[src/rtl/pci_cfgio_cycle_gen.sv]
module pci_cfgio_cycle_gen #(
  parameter int SEL_LSB = 11
) (
  input  logic        clk,
  input  logic        rst_n,
  input  logic        lcl_req,
  input  logic        lcl_wr,
  input  logic [31:0] lcl_addr,
  input  logic [3:0]  lcl_be,
  input  logic [31:0] lcl_wdata,
  input  logic [31:0] cfg_addr_reg,
  input  logic [31:0] io_remap,
  input  logic [31:0] io_mask,
  output logic        lcl_rdy,
  output logic [31:0] lcl_rdata,
  output logic        pci_start,
  output logic [31:0] pci_addr,
  output logic [3:0]  pci_cmd,
  output logic [3:0]  pci_be,
  output logic        cfg_err,
  input  logic        pci_rd_vld,
  input  logic [31:0] pci_rd_data,
  input  logic        wf_full,
  output logic        wf_push,
  output logic [31:0] wf_data
);
  localparam int NUM_SEL = 32 - SEL_LSB;
  localparam logic [3:0] CMD_IO_RD  = 4'h2;
  localparam logic [3:0] CMD_IO_WR  = 4'h3;
  localparam logic [3:0] CMD_CFG_RD = 4'hA;
  localparam logic [3:0] CMD_CFG_WR = 4'hB;

  logic rd_wait;
  logic accept;
  logic cfg_mode, type1;
  logic [4:0] dev_num;
  logic dev_bad;
  logic [NUM_SEL-1:0] sel_field;
  logic [1:0] be_pos;
  logic [31:0] io_addr, cfg_addr, next_addr;
  logic [3:0] next_cmd;

  assign cfg_mode = cfg_addr_reg[31];
  assign type1    = cfg_addr_reg[0];
  assign dev_num  = cfg_addr_reg[15:11];
  assign dev_bad  = cfg_mode && !type1 && (int'(dev_num) >= NUM_SEL);

  assign accept = lcl_req && !rd_wait && !lcl_rdy && !(lcl_wr && wf_full);

  always_comb begin
    sel_field = '0;
    if (int'(dev_num) < NUM_SEL) sel_field[dev_num] = 1'b1;
  end

  assign be_pos = lcl_be[0] ? 2'd0 :
                  lcl_be[1] ? 2'd1 :
                  lcl_be[2] ? 2'd2 :
                  lcl_be[3] ? 2'd3 : 2'd0;

  assign io_addr  = {((lcl_addr[31:2] & ~io_mask[31:2]) | (io_remap[31:2] & io_mask[31:2])), be_pos};
  assign cfg_addr = type1 ? {8'h00, cfg_addr_reg[23:2], 2'b01}
                          : {sel_field, cfg_addr_reg[SEL_LSB-1:2], 2'b00};
  assign next_addr = cfg_mode ? cfg_addr : io_addr;
  assign next_cmd  = cfg_mode ? (lcl_wr ? CMD_CFG_WR : CMD_CFG_RD)
                              : (lcl_wr ? CMD_IO_WR  : CMD_IO_RD);

  always_ff @(posedge clk) begin
    if (!rst_n) begin
      rd_wait   <= 1'b0;
      lcl_rdy   <= 1'b0;
      lcl_rdata <= '0;
      pci_start <= 1'b0;
      pci_addr  <= '0;
      pci_cmd   <= '0;
      pci_be    <= '0;
      cfg_err   <= 1'b0;
      wf_push   <= 1'b0;
      wf_data   <= '0;
    end else begin
      pci_start <= accept;
      cfg_err   <= accept && dev_bad;
      wf_push   <= accept && lcl_wr;
      lcl_rdy   <= (accept && lcl_wr) || (rd_wait && pci_rd_vld);
      if (accept) begin
        pci_addr <= next_addr;
        pci_cmd  <= next_cmd;
        pci_be   <= lcl_be;
        if (lcl_wr) wf_data <= lcl_wdata;
        else        rd_wait <= 1'b1;
      end else if (rd_wait && pci_rd_vld) begin
        rd_wait   <= 1'b0;
        lcl_rdata <= pci_rd_data;
      end
    end
  end

  p_cmd_legal_r3: assert property (@(posedge clk) disable iff (!rst_n)
    pci_start |-> (pci_cmd == CMD_IO_RD || pci_cmd == CMD_IO_WR ||
                   pci_cmd == CMD_CFG_RD || pci_cmd == CMD_CFG_WR));

  p_sel_onehot_r4: assert property (@(posedge clk) disable iff (!rst_n)
    (pci_start && pci_cmd[3] && pci_addr[1:0] == 2'b00 && !cfg_err)
      |-> $countones(pci_addr[31:SEL_LSB]) == 1);

  p_err_sel_zero_r5: assert property (@(posedge clk) disable iff (!rst_n)
    cfg_err |-> (pci_start && pci_addr[31:SEL_LSB] == '0));

  p_no_push_full_r8: assert property (@(posedge clk) disable iff (!rst_n)
    wf_push |-> !$past(wf_full));

  p_rdy_pulse_r7: assert property (@(posedge clk) disable iff (!rst_n)
    lcl_rdy |=> !lcl_rdy);

  p_rd_return_r9: assert property (@(posedge clk) disable iff (!rst_n)
    (rd_wait && pci_rd_vld) |=> (lcl_rdy && lcl_rdata == $past(pci_rd_data)));
endmodule

[config.mk]
export PLATFORM = sky130hd
export DESIGN_NAME = pci_cfgio_cycle_gen
export DESIGN_NICKNAME = d
export VERILOG_FILES = /design/src/rtl/pci_cfgio_cycle_gen.sv
export SDC_FILE = /design/constraint.sdc
export NUM_CORES = 1
export LEC_CHECK = 0
export ABC_AREA = 0
export BUFFER_PORTS_ARGS = -buffer_cell sky130_fd_sc_hd__buf_2
export CAP_MARGIN = 10
export CORE_AREA = 2 2 121 123
export CTS_CLUSTER_SIZE = 8
export DETAILED_ROUTE_END_ITERATION = 10
export DIE_AREA = 0 0 123 125
export PLACE_DENSITY = 0.67
export SLEW_MARGIN = 20
export SYNTH_ARGS = -nofsm -noshare
export SYNTH_HDL_FRONTEND = slang
export SYNTH_SLANG_ARGS = --single-unit
[constraint.sdc]
create_clock -name clk -period 2.65 [get_ports clk]
set_input_delay 0.53 -clock clk [delete_from_list [all_inputs] [get_ports clk]]
set_output_delay 0.53 -clock clk [all_outputs]
set_load 0.005 [all_outputs]
After elaboration in Yosys (flattened, before gate mapping)
Cells that the tools add are included.

storage, ports and cells
  bits in registers = 109
  bits in latches = 0
  bits in writable memories = 0
  memory bits (read-only) = 0
  bits of input ports = 202
  logic and storage cells = 54
  memories = 0

cells by class
  add/sub/neg operators = 0
  multiply operators = 0
  divide/modulo/power cells = 0
  $lt $le $gt $ge = 4
  equality and inequality tests = 1
  shifts and indexed selects = 0
  multiplexer cells = 15
  bitwise operators = 5
  reductions and logical operators = 19

operators by type and width
  kind                  count
  $mux W32              2
  $and A30 B30 Y30      2
  $not A30 Y30          1
  $or A30 B30 Y30       1
  $mux W21              1
  $logic_and A1 B1 Y1   10
  $mux W2               4
  $lt A5 B6 Y1 const B  1
  $mux W1               6
  $reduce_and A2 Y1     3
  $demux W1 S5          1
  $ge A5 B1 Y1 const B  1
  $ge A5 B5 Y1 const B  1
  $lt A5 B5 Y1 const B  1
  $logic_not A1 Y1      4
  $mux W4               1
  $ne A2 B2 Y1 const B  1
  $reduce_bool A2 Y1    1
  $logic_or A1 B1 Y1    1
  $not A1 Y1            1

Logic depth before layout (Yosys ltp)
Gate-level depths: netlist of the first run.

  depth after elaboration = 7
  gate-level depth with buffers = 6
  gate-level depth less buffers = 4

Worst setup path after synthesis of the first run
No wires, ideal clock.

  path kind = input to register
  start = in cfg_addr_reg[0]
  end = reg pci_addr[24]
  arrival time = 1467 ps
  slack = 1118 ps
  cell stages on the path = 5
  path buffers = 1
  cell sequence = clkbuf_1 > or3b_2 > o22ai_1 > nor2_1 > nor2_1

between the ends
  longest elaborated chain between the ends = 2

RTL lines
  what                  line  RTL
  start, declared       11    input logic [31:0] cfg_addr_reg,
  $mux W32              61    assign cfg_addr = type1 ? {8'h00, cfg_addr_reg[23:2], 2'b01}
  $mux W32              63    assign next_addr = cfg_mode ? cfg_addr : io_addr;
  end signal, assigned  85    pci_addr <= next_addr;
  end, declared         17    output logic [31:0] pci_addr,

No other way between the ends.
A chain may end at the register's enable or synchronous reset.

Worst setup path in the final report of the first run
  start = reg rd_wait
  end = reg cfg_err

between the ends
  longest elaborated chain between the ends = 5

RTL lines
  what                               line  RTL
  start, declared                    33    logic rd_wait;
  start signal, assigned             69    rd_wait <= 1'b0;
  start signal, assigned             89    else rd_wait <= 1'b1;
  start signal, assigned             91    rd_wait <= 1'b0;
  $logic_not A1 Y1                   48    assign accept = lcl_req && !rd_wait && !lcl_rdy && !(lcl_wr && wf_full);
  $logic_and A1 B1 Y1 (3 in series)  48
  $logic_and A1 B1 Y1                81    cfg_err <= accept && dev_bad;
  end signal, assigned               81
  end, declared                      20    output logic cfg_err,

No other way between the ends.

==> summary.md, run 1 <==
| Metric | Value |
|---|---|
| DR vias/cell | 4.77 |
| Avg WL per Cell | 14.1 um |
| Final worst setup slack | 1090 ps |
| Root Driver | clkbuf_16 |
| P_int | 2620 uW |
| Sw frac | 25.7% |
| Total number of vias | 4,922 |
| Setup violations, final | 0 |
| H-tree Lvls | 3 |
| Setup Skew | 7.76 ps |
| Total CTS buffers | 9 |
| Area taken by multi-input logic gates | 2390 um2 |
| Cell Pwr Density | 533 nW/um2 |
| Leakage | 0.00314 uW |
| # Post-CTS Setup Buffers | 0 |
| CTS Buffer Depth | 2 |
| Ys Warns | 0 |
| Worst setup endpoint | cfg_err |
| Max-Slew Margin vs Limit | 57.8% |
| CP arrival | 1800 ps |
| Clock slew at reported path FFs | 70 ps |
| FF-to-FF Start | rd_wait |
| Initial DRC count | 183 |
| Initial antenna violation count | 0 |
| Hold Startpoint | lcl_wdata[19] |
| ANT cells | 0 |
| Worst path slowest cell | a2111oi_2 |
| Status | completed |
| Fraction of the yosys area taken by sequential cells | 45.5% |
| Die width | 123 um |
| Top_reg_cell synth | dfxtp_1 |
| DR pass1 iterations | 4 |
| EDFF count, synth | 0 |
| RR Endpoint | cfg_err |
| R2r worst-path depth | 4 |
| Final HPWL DP | 11.1 mm |
| Reg area | 2160 um2 |
| Post-CTS sizing | 0 |
| Final TNS setup | 0 ps |
| Final Cycle Share | 59.0% |
| Row cnt | 44 |
| Final nets | 1,045 |
| Syn_nets | 773 |
| # IOs | 310 |
| Clk pwr share | 35.9% |
| Post-synth ARST share | 0% |
| Initial Util | 33.5% |
| Area of the die | 15,400 um2 |
| Total gr overflow | 0 |
| Largest net degree at the start of global routing | 44 |
| GRT Total Usage | 18.2% |
| DRC | 0 |
| Register-to-register path setup slack | 1090 ps |
| First-pass GRT wire length | 22.1 mm |
| CP startpoint | rd_wait |
| Final hold vios | 0 |
| Critical path type | reg2reg |
| F_max | 640 MHz |
| GPL Wtd Cong | 0.806 |
| Final WL | 14.6 mm |
| Unrepaired setup endpoints after global routing | false |
| P_sw | 910 uW |
| Final ANT Viol Nets | 0 |
| HP Class | in2reg |
| Filler cells | 1,476 |
| VDD IR-drop max | 0.291 mV |
| Cts hold-fix bufs | 0 |
| Post-synth cell types | 40 |
| CTS tree | done |
| Clock Sink Count | 108 |
| Gate Count Post-Synth | 571 |
| Pre-CTS setup slack | 774 ps |
| Die Y | 125 um |
| Worst Path Max Fanout | 24 |
| Period minus WS final | 1560 ps |
| Worst EP required | 2890 ps |
| Core area | 14,200 um2 |
| Logic pwr share | 15.2% |
| Worst skew pair latency | 340 ps |
| Vias in the first global route | 4,487 |
| Layout cell share with drive strength beyond 1 | 39.5% |
| Flop pwr share | 48.9% |
| Max-slew violations | 0 |
| Port Buffer Count | 294 |
| Startpoint types | register |
| Worst path max stage delay | 390 ps |
| Syn Std Cell Area | 4750 um2 |
| Number of max-cap violations | 0 |
| Mean Syn Cell Area | 8.32 um2 |
| FF+latch count, synth | 108 |
| Area growth from synthesis to layout | 39.4% |
| Cell Chain, Critical Path | nor3b_2 > and2_1 > nand2_4 > a2111oi_2 |
| Worst slew pin tran | 632 ps |
| Crit path capture type | register |
-- synthesized netlist by cell type, types with 2 or more instances --
| library cell | n | area [um2] |
|---|---|---|
| nand2_1 | 163 | 612 |
| dfxtp_1 | 108 | 2160 |
| a21boi_0 | 65 | 488 |
| clkbuf_1 | 30 | 113 |
| nor2_1 | 26 | 97.6 |
| nand3_1 | 22 | 110 |
| o21ai_0 | 21 | 105 |
| nor2b_1 | 18 | 113 |
| mux2i_1 | 17 | 170 |
| a211oi_1 | 13 | 97.6 |
| a21oi_1 | 11 | 55.1 |
| o31ai_2 | 10 | 125 |
| o211a_1 | 8 | 80.1 |
| buf_2 | 7 | 35.0 |
| o22ai_1 | 7 | 43.8 |
| a21boi_1 | 6 | 45.0 |
| buf_1 | 4 | 15.0 |
| o311a_1 | 4 | 40.0 |
| o31ai_1 | 3 | 22.5 |
| and2_1 | 2 | 12.5 |
| buf_4 | 2 | 15.0 |
| inv_1 | 2 | 7.51 |
| nand3b_1 | 2 | 15.0 |
| o21a_1 | 2 | 15.0 |
| or3_1 | 2 | 12.5 |
| or3b_2 | 2 | 17.5 |
-- through the flow --
step / total power [uW] / hold slack [ps] / cells / instance area, um2 / utilization [%]
finish: 3530 / 419 / 1032 / 6630 / 46.7
global route: 3730 / 415 / 1032 / 6630 / 46.7
CTS: 3600 / 406 / 1032 / 6630 / 46.7
detailed placement: 2310 / 445 / 1016 / 6350 / 44.7
global placement: 2300 / 441 / 1016 / 6350 / 44.7
floorplan: 2020 / 451 / 571 / 4750 / -
-- worst max-delay path, delay by kind of cell, from the launching register on --
family	cells	cell delay (ps)
AO/OA/AOI/OAI	1	390
flip-flops	1	340
AND/OR/NAND/NOR	3	720
-- placed cells by master, fill, tap and decap left out, drive strengths merged, types with 2 or more instances in the layout --
master    n
a21oi    11
o22ai     7
inv       4
o21ai    21
o31ai    13
nand3b    2
or3       2
a211oi   13
o21a      2
o211a     8
or3b      2
o311a     4
a21boi   71
nand2   164
clkinv    2
mux2i    17
nor2     26
dfxtp   108
nor2b    18
and2      2
buf     305
nand3    22
clkbuf   11
-- state kept, by name (all words and copies together), names as in the netlist --
signal and flops:
lcl_rdata 32, pci_addr 32, wf_data 32, pci_be 4, pci_cmd 3, cfg_err 1
lcl_rdy 1, pci_start 1, rd_wait 1, wf_push 1
-- layer usage --
| metal | global-route usage [%] | up-vias | share of wire (%) |
|---|---|---|---|
| met1 | 21.1 | 2191 | 40 |
| met2 | 32.5 | 217 | 50 |
| met4 | 6.75 | 0 | 2.1 |
| met5 | 0 | - | 0 |
| met3 | 3.79 | 21 | 8.0 |
| li1 | - | 2493 | - |
-- kinds of logic after synthesis --
logic type	Yosys count	synth area share (%)
compound gates	154	24.3
buf+inv	46	4.13
flops	108	45.5
mux	17	3.58
other cells	1	0.0789
simple gates	245	22.4
-- power groups by stage --
stage	sequential, uW	clock (uW)	combinational, uW
after detailed placement	1770	0	544
after global routing	1740	1390	598
after CTS	1730	1320	545
after global placement	1770	0	539
final	1730	1270	535
after floorplan	1770	0	248
-- cell type report --
| class | count | area share, % |
|---|---|---|
| multi-input cells | 417 | 36.1 |
| well taps | 184 | 3.47 |
| clock inverters | 5 | 0.529 |
| clock buffers | 11 | 3.66 |
| inverters | 2 | 0.113 |
| repair buffers | 305 | 23.5 |
| flip-flops and latches | 108 | 32.6 |
-- worst min path at each step --
stage                        endpoint  depth (start not counted)
final                     wf_data[19]                          3
after global routing      wf_data[19]                          3
after CTS                 wf_data[19]                          3
after detailed placement  wf_data[22]                          2
after global placement    wf_data[23]                          2
after floorplan           wf_data[19]                          2
No activity file was read; power rests on OpenSTA's default activity.
==> inputs of run 2 (changes only) <==
--- a/config.mk
+++ b/config.mk
@@ -8,11 +8,11 @@
 export ABC_AREA = 0
 export BUFFER_PORTS_ARGS = -buffer_cell sky130_fd_sc_hd__buf_2
 export CAP_MARGIN = 10
-export CORE_AREA = 2 2 121 123
+export CORE_AREA = 2 2 120 122
 export CTS_CLUSTER_SIZE = 8
 export DETAILED_ROUTE_END_ITERATION = 10
-export DIE_AREA = 0 0 123 125
-export PLACE_DENSITY = 0.67
+export DIE_AREA = 0 0 122 124
+export PLACE_DENSITY = 0.68
 export SLEW_MARGIN = 20
 export SYNTH_ARGS = -nofsm -noshare
 export SYNTH_HDL_FRONTEND = slang
==> constraint.sdc (replaced) <==
create_clock -name clk -period 1.6 [get_ports clk]
set_input_delay 0.32 -clock clk [delete_from_list [all_inputs] [get_ports clk]]
set_output_delay 0.32 -clock clk [all_outputs]
set_load 0.005 [all_outputs]
==> run 2 against run 1 <==
  * Routed wire length is 3.0% lower
  * Register-to-register slack worse by 920 ps
  * Worst hold slack got worse by 220 ps
  * Sequential power increased by 65%
  * Worst setup slack worse by 920 ps
  * Final cell count up 0.29%
  * Critical path type unchanged
==> summary.md, run 2 (synthesis results as in run 1) <==
| Metric | Value |
|---|---|
| Commonest non-fill, non-tap cell in the layout | buf_2 (unchanged) |
| Final WL | 14.1 mm (was 14.6 mm) |
| GRT Total Usage | 17.9% (was 18.2%) |
| Number of max-cap violations | 0 (unchanged) |
| Largest delay share family, worst path | simple AND/OR/NAND/NOR gates (unchanged) |
| CP startpoint | rd_wait (unchanged) |
| Final Cycle Share | 89.4% (was 59.0%) |
| DR pass1 iterations | 4 (unchanged) |
| Layout cell share with drive strength beyond 1 | 40.1% (was 39.5%) |
| Unrepaired setup endpoints after global routing | false (unchanged) |
| Post-DP Area | 6460 um2 (was 6350 um2) |
| DRC | 0 (unchanged) |
| VDD IR-drop max | 0.579 mV (was 0.291 mV) |
| First-pass GRT wire length | 21.2 mm (was 22.1 mm) |
| Hold Startpoint | lcl_wdata[24] (was lcl_wdata[19]) |
| Row cnt | 43 (was 44) |
| Final worst setup slack | 170 ps (was 1090 ps) |
| Post-CTS sizing | 0 (unchanged) |
| Final HPWL DP | 10.9 mm (was 11.1 mm) |
| Final hold slack | 198 ps (was 419 ps) |
| Final hold vios | 0 (unchanged) |
| Setup violations, final | 0 (unchanged) |
| Initial antenna violation count | 0 (unchanged) |
| Critical path type | reg2reg (unchanged) |
| Final instance area | 6750 um2 (was 6630 um2) |
| Total CTS buffers | 9 (unchanged) |
| Worst skew pair latency | 350 ps (was 340 ps) |
| Port Buffer Count | 294 (unchanged) |
| Area of the die | 15,100 um2 (was 15,400 um2) |
| WP buf/inv | 2 (was 0) |
| Setup Skew | 6.53 ps (was 7.76 ps) |
| F_max | 699 MHz (was 640 MHz) |
| Initial Util | 34.6% (was 33.5%) |
| Cell Chain, Critical Path | nor3b_2 > buf_4 > and3b_1 > buf_12 > nand2_1 > a21boi_0 (was nor3b_2 > and2_1 > nand2_4 > a2111oi_2) |
| Clock slew at reported path FFs | 80 ps (was 70 ps) |
| Avg WL per Cell | 13.7 um (was 14.1 um) |
| H-tree Lvls | 3 (unchanged) |
| Cts hold-fix bufs | 0 (unchanged) |
| Clock Sink Count | 108 (unchanged) |
| DR vias/cell | 4.71 (was 4.77) |
| Die width | 122 um (was 123 um) |
| Leakage | 0.00318 uW (was 0.00314 uW) |
| Final TNS setup | 0 ps (unchanged) |
| Period minus WS final | 1430 ps (was 1560 ps) |
| Area growth from synthesis to layout | 41.9% (was 39.4%) |
| Crit path capture type | register (unchanged) |
| Final nets | 1,052 (was 1,045) |
| CTS Buffer Depth | 2 (unchanged) |
| Die Y | 124 um (was 125 um) |
| HP Class | in2reg (unchanged) |
| Worst EP required | 1860 ps (was 2890 ps) |
| Startpoint types | register (unchanged) |
| Cell Pwr Density | 876 nW/um2 (was 533 nW/um2) |
| Largest net degree at the start of global routing | 69 (was 44) |
| ANT cells | 0 (unchanged) |
| CP arrival | 1690 ps (was 1800 ps) |
| Pre-CTS setup slack | 99.2 ps (was 774 ps) |
| Biggest regs | lcl_rdata (32), pci_addr (32), wf_data (32) (unchanged) |
| Worst path max stage delay | 340 ps (was 390 ps) |
| Total gr overflow | 0 (unchanged) |
| Worst path slowest cell | dfxtp_1 (was a2111oi_2) |
| Initial DRC count | 197 (was 183) |
| Max-slew violations | 0 (unchanged) |
| Most frequent cells in the layout | buf_2 (294), nand2_1 (163), dfxtp_1 (108) (unchanged) |
| # IOs | 310 (unchanged) |
| FF-to-FF Start | rd_wait (unchanged) |
| GPL Wtd Cong | 0.857 (was 0.806) |
| Vias in the first global route | 4,312 (was 4,487) |
| Worst Path Max Fanout | 33 (was 24) |
| # Post-CTS Setup Buffers | 0 (unchanged) |
| Total number of vias | 4,879 (was 4,922) |
| Root Driver | clkbuf_16 (unchanged) |
| Pwr Total | 5910 uW (was 3530 uW) |
| Final ANT Viol Nets | 0 (unchanged) |
| Status | completed (unchanged) |
| Core area | 13,700 um2 (was 14,200 um2) |
| CTS tree | done (unchanged) |
run 2: routing by layer:
layer / wire length (um) / GRT usage (%) / vias to the layer above
li1: - / - / 2503
met1: 5700 / 20.6 / 2169
met2: 7110 / 32.3 / 194
met3: 1090 / 4.12 / 13
met4: 224 / 6.75 / 0
met5: 0 / 0 / -
run 2: path summary, 6_finish.rpt:
kind | to | slack, ps | depth (start not counted)
min reg2reg | wf_data[24] | 450 | 2
max reg2reg | wf_data[8] | 170 | 6
max | wf_data[8] | 170 | 6
min | wf_data[24] | 200 | 3
run 2: per-stage QoR:
stage | std cells | util [%]
floorplan | 571 | -
finish | 1035 | 49.2
global route | 1035 | 49.2
CTS | 1035 | 49.2
detailed placement | 1019 | 47.1
global placement | 1019 | 47.1
run 2: layout make-up:
| class | instances | area, um2 |
|---|---|---|
| fill | 1416 | 6970 |
| multi-input combinational | 417 | 2390 |
| clock buffer | 10 | 239 |
| timing repair buffer | 312 | 1670 |
| tap | 180 | 225 |
| inverter | 2 | 7.51 |
| clock inverter | 6 | 47.5 |
| sequential | 108 | 2160 |
run 2: worst min-delay path: stages:
cell,delay [ps]
buf_2,100
nand2_1,40
a21boi_1,40
run 2: report_power, final:
group / switching, uW / internal (uW) / total, uW / leakage, uW
Combinational: 451 / 459 / 910 / 0.00218
Sequential: 56.5 / 2810 / 2860 / 0.000879
Clock: 1030 / 1110 / 2130 / 0.000127
Total: 1530 / 4370 / 5910 / 0.00318
==> inputs of run 3 (changes only) <==
--- a/config.mk
+++ b/config.mk
@@ -6,13 +6,12 @@
 export NUM_CORES = 1
 export LEC_CHECK = 0
 export ABC_AREA = 0
-export BUFFER_PORTS_ARGS = -buffer_cell sky130_fd_sc_hd__buf_2
 export CAP_MARGIN = 10
 export CORE_AREA = 2 2 120 122
 export CTS_CLUSTER_SIZE = 8
 export DETAILED_ROUTE_END_ITERATION = 10
 export DIE_AREA = 0 0 122 124
-export PLACE_DENSITY = 0.68
+export DONT_BUFFER_PORTS = 1
 export SLEW_MARGIN = 20
 export SYNTH_ARGS = -nofsm -noshare
 export SYNTH_HDL_FRONTEND = slang
==> run 3 against run 2 <==
  * Total power decreased by 4.5%
  * Critical path depth decreased by 1
  * Final area decreased by 23%
  * Register-to-register slack about the same
  * Clock power increased by 7%
  * Global-route usage decreased by 2.1 points
  * Final cell count decreased by 29%
  * Maximum frequency decreased by 0.35%
==> summary.md, run 3 (synthesis results as in run 1) <==
| Metric | Value |
|---|---|
| Status | completed (unchanged) |
| Min-Delay Endpoint | cfg_err (was wf_data[24]) |
| Unrepaired setup endpoints after global routing | false (unchanged) |
| Core area | 13,700 um2 (unchanged) |
| VDD IR-drop max | 0.599 mV (was 0.579 mV) |
| Die width | 122 um (unchanged) |
| Cell Chain, Critical Path | nor3b_4 > and2_2 > nand2_4 > buf_12 > o31ai_2 (was nor3b_2 > buf_4 > and3b_1 > buf_12 > nand2_1 > a21boi_0) |
| Vias in the first global route | 3,753 (was 4,312) |
| Layout Cells excl Fill | 734 (was 1,035) |
| Final HPWL DP | 9.82 mm (was 10.9 mm) |
| Final hold vios | 0 (unchanged) |
| # IOs | 310 (unchanged) |
| HP Class | in2reg (unchanged) |
| Port Buffer Count | 0 (was 294) |
| Final core occ | 38.0% (was 49.2%) |
| Final Cycle Share | 89.7% (was 89.4%) |
| Final WL | 13.0 mm (was 14.1 mm) |
| Largest net degree at the start of global routing | 108 (was 69) |
| Final nets | 751 (was 1,052) |
| Worst path slowest cell | dfxtp_1 (unchanged) |
| H-tree Lvls | 3 (unchanged) |
| Final ANT Viol Nets | 0 (unchanged) |
| Number of max-cap violations | 0 (unchanged) |
| Biggest regs | lcl_rdata (32), pci_addr (32), wf_data (32) (unchanged) |
| Final instance area | 5220 um2 (was 6750 um2) |
| Worst Path Max Fanout | 10 (was 33) |
| Largest delay share family, worst path | simple AND/OR/NAND/NOR gates (unchanged) |
| Setup Skew | 11.0 ps (was 6.53 ps) |
| Area of the die | 15,100 um2 (unchanged) |
| Area growth from synthesis to layout | 9.74% (was 41.9%) |
| Worst EP required | 1870 ps (was 1860 ps) |
| Total gr overflow | 0 (unchanged) |
| Pwr Total | 5640 uW (was 5910 uW) |
| Avg WL per Cell | 17.7 um (was 13.7 um) |
| Total number of vias | 3,923 (was 4,879) |
| RR Endpoint | pci_addr[19] (was wf_data[8]) |
| Initial Util | 34.6% (unchanged) |
| GPL Wtd Cong | 0.767 (was 0.857) |
| Worst skew pair latency | 350 ps (about the same) |
| GRT Total Usage | 15.8% (was 17.9%) |
| Row cnt | 43 (unchanged) |
| WP buf/inv | 1 (was 2) |
| Initial DRC count | 155 (was 197) |
| CTS Buffer Depth | 2 (unchanged) |
| Cts hold-fix bufs | 0 (unchanged) |
| DRC | 0 (unchanged) |
| Commonest non-fill, non-tap cell in the layout | nand2_1 (was buf_2) |
| Root Driver | clkbuf_16 (unchanged) |
| Final TNS setup | 0 ps (unchanged) |
| Hold path depth | 1 (was 3) |
| Setup violations, final | 0 (unchanged) |
| CTS tree | done (unchanged) |
| Critical path type | reg2reg (unchanged) |
| F_max | 697 MHz (was 699 MHz) |
| R2r worst-path depth | 5 (was 6) |
| ANT cells | 0 (unchanged) |
| Most frequent cells in the layout | nand2_1 (163), dfxtp_1 (108), a21boi_0 (65) (was buf_2 (294), nand2_1 (163), dfxtp_1 (108)) |
| Max-slew violations | 0 (unchanged) |
| Startpoint types | register (unchanged) |
| DR pass1 iterations | 4 (unchanged) |
| Layout cell share with drive strength beyond 1 | 7.76% (was 40.1%) |
| Total CTS buffers | 9 (unchanged) |
| Clock slew at reported path FFs | 80 ps (about the same) |
| Worst path max stage delay | 360 ps (was 340 ps) |
| Post-Place Cells | 718 (was 1,019) |
| DR vias/cell | 5.34 (was 4.71) |
| Crit path capture type | register (unchanged) |
| CP arrival | 1700 ps (was 1690 ps) |
| Cell Pwr Density | 1080 nW/um2 (was 876 nW/um2) |
| Leakage | 0.00185 uW (was 0.00318 uW) |
| First-pass GRT wire length | 18.7 mm (was 21.2 mm) |
| Register-to-register path setup slack | 160 ps (was 170 ps) |
| Hold Startpoint | cfg_addr_reg[0] (was lcl_wdata[24]) |
| Initial antenna violation count | 0 (unchanged) |
| Post-DP Area | 4900 um2 (was 6460 um2) |
| Period minus WS final | 1440 ps (was 1430 ps) |
| Die Y | 124 um (unchanged) |
| FF-to-FF Start | rd_wait (unchanged) |
| Clock Sink Count | 108 (unchanged) |
-- run 3: cell types whose count changed in the layout (fill, tap and decap cells not counted) --
cell,before,now
bufinv_16,0,1
buf_2,294,0
buf_12,5,2
buf_6,0,1
inv_6,1,2
and2_1,2,1
clkinv_2,0,1
nor3b_2,1,0
and2_2,0,1
nor3b_4,0,1
buf_4,13,8
clkinvlp_4,4,1
-- run 3: worst max path at each step --
stage / from / endpoint / slack, ps / cells after the start
after floorplan: rd_wait / pci_addr[23] / 250 / 6
after global placement: rd_wait / pci_addr[17] / 120 / 5
after detailed placement: rd_wait / pci_addr[14] / 80 / 5
after CTS: rd_wait / pci_addr[14] / 80 / 5
after global routing: rd_wait / pci_addr[22] / 30 / 5
final: rd_wait / pci_addr[19] / 160 / 5
-- run 3: worst reg2reg max path, stage by stage, from the launching register on --
cell,delay (ps)
dfxtp_1,360
nor3b_4,260
and2_2,230
nand2_4,110
buf_12,170
o31ai_2,230
-- run 3: per-layer routing --
metal | vias to the layer above | wire (um) | track usage, %
met3 | 16 | 1210 | 5.13
met5 | - | 0 | 0
met4 | 0 | 247 | 5.39
met2 | 211 | 6540 | 29.4
met1 | 1792 | 5010 | 16.8
li1 | 1904 | - | -
-- run 3: where the power goes --
group	internal (uW)	total (uW)	leakage [uW]	switching (uW)
Sequential	2810	2910	0.000879	105
Combinational	214	442	0.000822	229
Clock	1270	2280	0.000149	1010
-- run 3: through the flow --
| step | hold slack [ps] | setup WS, ps |
|---|---|---|
| floorplan | 451 | 252 |
| detailed placement | 400 | 83.1 |
| finish | 43.2 | 165 |
| CTS | 25.1 | 75.8 |
| global placement | 399 | 124 |
| global route | 23.9 | 31.9 |
-- run 3: what timing repair did --
item                       CTS  global route
gates resized for setup      0             3
setup endpoints to repair    0            14
setup buffers                0             0
-- run 3: final cells by class --
cell class | instances | area [um2]
fill | 1433 | 8500
timing repair buffer | 11 | 111
clock buffer | 10 | 239
tap | 180 | 225
multi-input combinational | 417 | 2400
clock inverter | 6 | 68.8
sequential | 108 | 2160
inverter | 2 | 7.51
